===== config.mk =====
export PLATFORM = sky130hd
export DESIGN_NAME = codelock_top
export DESIGN_NICKNAME = d
export VERILOG_FILES = /design/src/rtl/codelock_pkg.sv /design/src/rtl/codelock_btnpulse.sv /design/src/rtl/codelock_dp.sv /design/src/rtl/codelock_ctrl.sv /design/src/rtl/codelock_top.sv
export SDC_FILE = /design/constraint.sdc
export NUM_CORES = 1
export LEC_CHECK = 0
export ABC_AREA = 1
export BUFFER_PORTS_ARGS = -buffer_cell sky130_fd_sc_hd__clkbuf_2
export CORE_MARGIN = 8
export CORE_UTILIZATION = 30
export DETAILED_ROUTE_END_ITERATION = 16
export PLACE_DENSITY = 0.56
export SLEW_MARGIN = 20
export SYNTH_ARGS = -nofsm -noshare
export SYNTH_HDL_FRONTEND = slang
export SYNTH_HIERARCHICAL = 1
export SYNTH_SLANG_ARGS = --single-unit
export TNS_END_PERCENT = 50

===== constraint.sdc =====
create_clock -name clk -period 2.05 [get_ports clk]
set_input_delay 0.205 -clock clk [delete_from_list [all_inputs] [get_ports clk]]
set_output_delay 0.205 -clock clk [all_outputs]
set_load 0.02 [all_outputs]

===== src/rtl/codelock_pkg.sv =====
package codelock_pkg;

  typedef struct packed {
    logic clrPos;
    logic incPos;
    logic setOpen;
    logic clrOpen;
  } strobe_t;

  typedef enum logic [1:0] {
    ST_IDLE  = 2'd0,
    ST_ENTRY = 2'd1,
    ST_OPEN  = 2'd2
  } lock_state_t;

endpackage


===== src/rtl/codelock_btnpulse.sv =====
module codelock_btnpulse #(
  parameter int SYNC_STAGES = 2
) (
  input  logic clk,
  input  logic rst,
  input  logic rawIn,
  output logic pulseOut
);

  localparam int TOP = SYNC_STAGES - 1;

  logic [TOP:0] syncQ;
  logic         lastQ;

  always_ff @(posedge clk) begin
    if (rst) begin
      syncQ <= '0;
      lastQ <= 1'b0;
    end else begin
      syncQ <= {syncQ[TOP-1:0], rawIn};
      lastQ <= syncQ[TOP];
    end
  end

  assign pulseOut = syncQ[TOP] & ~lastQ;


  single_pulse_chk: assert property (@(posedge clk) disable iff (rst)
    pulseOut |=> !pulseOut);

endmodule


===== src/rtl/codelock_dp.sv =====
module codelock_dp
  import codelock_pkg::*;
#(
  parameter int                CODE_LEN = 5,
  parameter logic [CODE_LEN-1:0] CODE   = 5'b10100
) (
  input  logic    clk,
  input  logic    rst,
  input  strobe_t stb,
  input  logic    pulseOne,
  input  logic    pulseZero,
  output logic    symOk,
  output logic    atLast,
  output logic    unlockQ
);

  localparam int POS_W = (CODE_LEN > 1) ? $clog2(CODE_LEN) : 1;

  logic [POS_W-1:0] posQ;
  logic             expectBit;

  always_comb begin
    expectBit = 1'b0;
    for (int i = 0; i < CODE_LEN; i++) begin
      if (posQ == POS_W'(i)) expectBit = CODE[CODE_LEN-1-i];
    end
  end

  assign symOk  = (pulseOne ^ pulseZero) && (pulseOne == expectBit);
  assign atLast = (posQ == POS_W'(CODE_LEN - 1));

  always_ff @(posedge clk) begin
    if (rst) begin
      posQ    <= '0;
      unlockQ <= 1'b0;
    end else begin
      if (stb.clrPos)      posQ <= '0;
      else if (stb.incPos) posQ <= posQ + 1'b1;
      if (stb.clrOpen)      unlockQ <= 1'b0;
      else if (stb.setOpen) unlockQ <= 1'b1;
    end
  end


  pos_range_chk: assert property (@(posedge clk) disable iff (rst)
    posQ < POS_W'(CODE_LEN));


  open_on_last_chk: assert property (@(posedge clk) disable iff (rst)
    $rose(unlockQ) |-> $past(symOk && atLast));

endmodule


===== src/rtl/codelock_ctrl.sv =====
module codelock_ctrl
  import codelock_pkg::*;
(
  input  logic    clk,
  input  logic    rst,
  input  logic    presentIn,
  input  logic    pulseOne,
  input  logic    pulseZero,
  input  logic    symOk,
  input  logic    atLast,
  output strobe_t stb
);

  lock_state_t stateQ, stateD;
  logic        anyPulse;

  assign anyPulse = pulseOne | pulseZero;

  always_comb begin
    stb    = '0;
    stateD = stateQ;
    if (!presentIn) begin
      stb.clrPos  = 1'b1;
      stb.clrOpen = 1'b1;
      stateD      = ST_IDLE;
    end else if (stateQ != ST_OPEN && anyPulse) begin
      if (symOk && atLast) begin
        stb.setOpen = 1'b1;
        stb.clrPos  = 1'b1;
        stateD      = ST_OPEN;
      end else if (symOk) begin
        stb.incPos = 1'b1;
        stateD     = ST_ENTRY;
      end else begin
        stb.clrPos = 1'b1;
        stateD     = ST_IDLE;
      end
    end
  end

  always_ff @(posedge clk) begin
    if (rst) stateQ <= ST_IDLE;
    else     stateQ <= stateD;
  end


  absent_idle_chk: assert property (@(posedge clk) disable iff (rst)
    !presentIn |=> stateQ == ST_IDLE);


  collision_chk: assert property (@(posedge clk) disable iff (rst)
    (presentIn && pulseOne && pulseZero && stateQ != ST_OPEN) |=> stateQ == ST_IDLE);


  open_hold_chk: assert property (@(posedge clk) disable iff (rst)
    (stateQ == ST_OPEN && presentIn) |=> stateQ == ST_OPEN);


  absent_ignore_chk: assert property (@(posedge clk) disable iff (rst)
    (!presentIn && stateQ == ST_IDLE) |=> stateQ == ST_IDLE);

endmodule


===== src/rtl/codelock_top.sv =====
module codelock_top
  import codelock_pkg::*;
#(
  parameter int                  CODE_LEN    = 5,
  parameter logic [CODE_LEN-1:0] CODE        = 5'b10100,
  parameter int                  SYNC_STAGES = 2
) (
  input  logic clk,
  input  logic rst,
  input  logic btnOne,
  input  logic btnZero,
  input  logic presentIn,
  output logic unlock
);

  localparam int NUM_BTNS = 2;

  logic [NUM_BTNS-1:0] rawBtn;
  logic [NUM_BTNS-1:0] btnPulse;
  strobe_t             stb;
  logic                symOk;
  logic                atLast;

  assign rawBtn = {btnOne, btnZero};

  for (genvar b = 0; b < NUM_BTNS; b++) begin : g_btn
    codelock_btnpulse #(.SYNC_STAGES(SYNC_STAGES)) u_pulse (
      .clk      (clk),
      .rst      (rst),
      .rawIn    (rawBtn[b]),
      .pulseOut (btnPulse[b])
    );
  end

  codelock_ctrl u_ctrl (
    .clk       (clk),
    .rst       (rst),
    .presentIn (presentIn),
    .pulseOne  (btnPulse[1]),
    .pulseZero (btnPulse[0]),
    .symOk     (symOk),
    .atLast    (atLast),
    .stb       (stb)
  );

  codelock_dp #(.CODE_LEN(CODE_LEN), .CODE(CODE)) u_dp (
    .clk       (clk),
    .rst       (rst),
    .stb       (stb),
    .pulseOne  (btnPulse[1]),
    .pulseZero (btnPulse[0]),
    .symOk     (symOk),
    .atLast    (atLast),
    .unlockQ   (unlock)
  );


  absent_closed_chk: assert property (@(posedge clk) disable iff (rst)
    !presentIn |=> !unlock);


  unlock_hold_chk: assert property (@(posedge clk) disable iff (rst)
    (unlock && presentIn) |=> unlock);

endmodule


==> run metrics, run 1 <==
status=completed; crit share post-route=88.0%; Non-Filler Instances=116; # rows=15; IO buf count=5; RSZ-0062 raised after global routing=no; syn avg cell area=6.97 um^2; H-tree depth=1; Max-cap violations=0; Sw Share=20.1%; Final setup violation count=0; syn nets=92; synthesized cell area=572 um^2; Unique masters post-synth=13; combinational power share=5.4%; Worst-path clk slew=80 ps; via/cell ratio=3.80; root buffer cell=clkbuf_4; hpwl dp=670 um; TritonRoute pass-1 iters=4; area delta synth->final=16.6%; wirelength, routed=803 um; synth warn=6; Yosys reg bits=12; Critical Path AT=1960 ps; final setup skew=6.48 ps; Die X=59.7 um; minimum clock period=1800 ps; effective utilization at floorplan=32.4%; setup TNS=0 ps; Layout Utilization=37.8%; DRC=0; initial antenna violation count=0; initial DRC count=1; Syn Inst Count=82; layout cells sized above 1=13.2%; gpl congestion=0.724; All-Layer GR Usage=5.43%; Longest Clk Path Bufs=2; Clock Latency Late Sink=270 ps; Sequential Power Share=53.9%; critical path capture point type=flip-flop; Clock power frac=40.8%; remaining antenna violation count after routing=0; total CTS buffers=3; Max VDD drop=328 uV; power per cell area=666 mW/mm^2; CP max FO=6; Slew HR=85.2%; die height=59.7 um; Pleak=0.317 nW; commonest non-fill, non-tap cell in the layout=inv_1; IO Pins=6; largest net degree at the start of global routing=10; Total Die Area=0.00356 mm^2; final hold vios=0; Max Slew Vio Count=0; Final nets=102; Hold Crit Class=input port to flip-flop; clk sink count=12; core area=0.00176 mm^2; P_sw=89.3 uW; WL/cell=6.92 um; sequential share of the synthesized area=42.0%; DR vias=441; Post-Place Cells=112; number of global-route vias before repair=362; Worst-Margin Slew=221 ps; CTS tree=done; number of inserted diodes=0; required time worst endpoint=2210 ps; Congestion Overflow GR=0; first-pass GRT wire length=1400 um; CP Launch Type=flip-flop; Cell Int Power=355 uW; crit path kind=flip-flop to flip-flop; commonest cells after routing, fill and taps aside=inv_1, nor2_1, nand2_1; Max Freq=0.554 GHz
==> cell usage after synthesis <==
master | number | share of area (%)
nand2_1 | 13 | 8.5
a21oi_1 | 3 | 2.6
nor2_1 | 18 | 12
dfxtp_1 | 12 | 42
a21oi_2 | 1 | 1.5
inv_1 | 19 | 12
inv_2 | 1 | 0.66
or2_0 | 1 | 1.1
nand3_1 | 4 | 3.5
ha_1 | 5 | 11
nor3_1 | 1 | 0.87
o21ai_0 | 2 | 1.8
or2_1 | 2 | 2.2
==> worst max-delay path, cell delays in order (launching register included) <==
cell     delay, ps
dfxtp_1        330
ha_1           190
ha_1           170
nor2_1         110
nand3_1         90
nand2_1         90
inv_1           40
nor2_1         110
nand3_1        110
nor2_2         200
nor2_1          70
a21oi_1        130
nor2_1          60
==> registers in the layout (all words and copies together) (netlist names) <==
| signal | cells |
|---|---|
| u_dp/unlockQ | 1 |
| u_dp/posQ | 3 |
| g_btn.u_pulse/lastQ | 2 |
| g_btn.u_pulse/syncQ | 4 |
| u_ctrl/stateQ | 2 |
==> final cells by class <==
| cell class | count | area, um^2 |
|---|---|---|
| repair buffers | 5 | 25.0 |
| clock buffers | 4 | 36.3 |
| flip-flops and latches | 12 | 240 |
| multi-input cells | 50 | 259 |
| well taps | 25 | 31.3 |
| inverters | 20 | 75.1 |
| fillers | 202 | 1100 |
==> per-stage QoR <==
step / power, mW / area, um^2 / hold WS [ps] / worst slack, ps
2_1_floorplan: 0.260 / 572 / 276 / 356
3_3_place_gp: 0.269 / 628 / 390 / 155
3_5_place_dp: 0.269 / 628 / 396 / 140
4_1_cts: 0.454 / 664 / 106 / 125
5_1_grt: 0.469 / 667 / 106 / 42.7
6_report: 0.444 / 667 / 118 / 245
==> power by group through the flow <==
stage               clock, mW  sequential, mW  combinational [mW]
floorplan                   0           0.244              0.0155
global placement            0           0.244              0.0241
detailed placement          0           0.245              0.0241
CTS                     0.191           0.239              0.0242
global route            0.202           0.239              0.0274
finish                  0.181           0.239              0.0238
==> worst paths after layout <==
check,startpoint,endpoint,slack [ps],depth (start not counted)
worst min-delay path,btnZero,g_btn[0].u_pulse/syncQ[0]$_SDFF_PP0_,120,3
worst max-delay path,u_dp/posQ[0]$_SDFFE_PP0P_,u_dp/posQ[1]$_SDFFE_PP0P_,250,12
worst max register to register,u_dp/posQ[0]$_SDFFE_PP0P_,u_dp/posQ[1]$_SDFFE_PP0P_,250,12
worst min register to register,g_btn[0].u_pulse/syncQ[0]$_SDFF_PP0_,g_btn[0].u_pulse/syncQ[1]$_SDFF_PP0_,410,2
==> layer usage <==
metal | up-vias | global-route usage (%) | part of all wire, %
li1 | 258 | - | -
met1 | 177 | 5.65 | 47
met2 | 4 | 7.54 | 47
met3 | 2 | 3.00 | 4.7
met4 | 0 | 5.10 | 1.2
met5 | - | 0 | 0
==> cells by family after synthesis <==
kind of cell    share of synthesized area, %
compound gates                          5.91
buf+inv                                 13.1
flops                                   42.0
simple gates                            28.0
fa+ha+maj                               10.9
==> timing repair <==
action	4_1_cts	5_1_grt
hold buffers	0	0
endpoints found under the hold margin	0	0
endpoints found under the setup margin	0	2
resized for setup	0	1
setup buffers	0	0
(Power assumes the default switching activity.)
==> inputs of run 2 (changes only) <==
Settings changed: CORE_MARGIN 8 to 10.
==> run 2 against run 1 <==
  * Sequential power is essentially flat
  * Cell count is the same
  * Via count grew 5.4%
  * Sequential share of layout area fell by 0.27 points
  * First-iteration DRC count grew to 5.0 times the previous value
  * Combinational power is 7% higher
  * Register-to-register slack about the same
  * Largest power group unchanged
  * Highest routed layer unchanged
==> run metrics, run 2 (synthesized netlist as in run 1, its figures left out) <==
status=completed; Largest regs=g_btn.u_pulse/syncQ (4), u_dp/posQ (3); IO Pins=6; Max-cap violations=0; hpwl dp=776 um; Largest Register=g_btn.u_pulse/syncQ; initial DRC count=5; flop2flop setup slack=250 ps; Slew HR=85.0%; RSZ-0062 raised after global routing=no; number of inserted diodes=0; Max VDD drop=394 uV; final hold vios=0; grt peak-use layer=met2; area delta synth->final=17.5%; TritonRoute pass-1 iters=4; Congestion Overflow GR=0; setup TNS=0 ps; Total Die Area=0.00405 mm^2; Max Slew Vio Count=0; CP max FO=6; clk sink count=12; max reg flops=4; core area=0.00176 mm^2; DR vias=465; Critical Path AT=1970 ps; IO buf count=5; hold path depth=3; worst r2r src=u_dp/posQ[0]$_SDFFE_PP0P_; layout cells sized above 1=13.2%; die height=63.7 um; root buffer cell=clkbuf_4; CTS tree=done; commonest cells after routing, fill and taps aside=inv_1, nor2_1, nand2_1; Hold Crit Endpoint=g_btn[0].u_pulse/syncQ[0]$_SDFF_PP0_; post-route cell area=672 um^2; power per cell area=668 mW/mm^2; effective utilization at floorplan=32.4%; H-tree depth=1; crit path kind=flip-flop to flip-flop; met2 Use GR=9.05%; Max Freq=0.555 GHz; WL/cell=8.21 um; commonest non-fill, non-tap cell in the layout=inv_1; via/cell ratio=4.01; required time worst endpoint=2210 ps; worst r2r path cells=12; hold_ws=122 ps; Worst-Margin Slew=224 ps; CP Launch Type=flip-flop; # rows=15; Final nets=102; Pleak=0.317 nW; crit share post-route=87.9%; Worst Hold Launch=btnZero; DRC=0; number of global-route vias before repair=481; Clock Latency Late Sink=270 ps; first-pass GRT wire length=1880 um; Longest Clk Path Bufs=2; critical path capture point type=flip-flop; gpl congestion=0.798; remaining antenna violation count after routing=0; dpl cell area=628 um^2; largest net degree at the start of global routing=10; Worst-path clk slew=70 ps; final setup skew=2.38 ps; met3 usage=2.12%; Hold Crit Class=input port to flip-flop; minimum clock period=1800 ps; GR Util met1=6.42%; total CTS buffers=3; All-Layer GR Usage=5.83%; Final setup violation count=0; setup bufs post-CTS=0; Die X=63.7 um; initial antenna violation count=0; RR Endpoint=u_dp/posQ[1]$_SDFFE_PP0P_; wirelength, routed=952 um
[run 2: changes by cell type in the layout (fill, tap and decap cells not counted)]
cell    delta
nor2_2     -1
nor2_4     +1
[run 2: critical path, stage by stage (launching register included)]
cell	delay [ps]
dfxtp_1	330
ha_1	200
ha_1	170
nor2_1	140
nand3_1	100
nand2_1	90
inv_1	40
nor2_1	110
nand3_1	140
nor2_4	160
nor2_1	70
a21oi_1	120
nor2_1	50
[run 2: what timing repair did]
item	4_1_cts	5_1_grt
setup endpoints to repair	0	3
gates resized for setup	0	2
hold buffers	0	0
[run 2: how the worst max path moves through the flow]
stage                               from                   endpoint  slack (ps)  cells after the start
5_1_grt        u_dp/posQ[0]$_SDFFE_PP0P_  u_dp/posQ[1]$_SDFFE_PP0P_          30                     12
4_1_cts        u_dp/posQ[0]$_SDFFE_PP0P_  u_dp/posQ[1]$_SDFFE_PP0P_         140                     12
2_1_floorplan  u_dp/posQ[0]$_SDFFE_PP0P_  u_dp/posQ[1]$_SDFFE_PP0P_         360                     12
3_3_place_gp   u_dp/posQ[0]$_SDFFE_PP0P_  u_dp/posQ[1]$_SDFFE_PP0P_         250                     12
6_report       u_dp/posQ[0]$_SDFFE_PP0P_  u_dp/posQ[1]$_SDFFE_PP0P_         250                     12
3_5_place_dp   u_dp/posQ[0]$_SDFFE_PP0P_  u_dp/posQ[1]$_SDFFE_PP0P_         160                     12
[run 2: where the power goes]
group	total [mW]	internal, mW	switching (mW)
clock	0.184	0.108	0.0761
combinational	0.0255	0.00894	0.0166
sequential	0.239	0.238	0.00137
[run 2: cell type report]
class / instances / area [um^2]
multi-input cells: 50 / 264
inverters: 20 / 75.1
flip-flops and latches: 12 / 240
well taps: 25 / 31.3
clock buffers: 4 / 36.3
fillers: 202 / 1090
repair buffers: 5 / 25.0
[run 2: per-stage QoR]
stage | cells | power, mW | setup slack (ps) | utilization, %
global route | 116 | 0.477 | 28.8 | 38.1
CTS | 116 | 0.456 | 140 | 37.7
floorplan | 82 | 0.260 | 356 | -
finish | 116 | 0.449 | 247 | 38.1
detailed placement | 112 | 0.270 | 163 | 35.6
global placement | 112 | 0.269 | 245 | 35.6
[run 2: per-layer routing]
layer | wire [um] | vias to the layer above | part of all wire [%]
li1 | - | 260 | -
met1 | 457 | 193 | 48
met2 | 444 | 10 | 47
met3 | 38 | 2 | 4.0
met4 | 12 | 0 | 1.3
met5 | 0 | - | 0
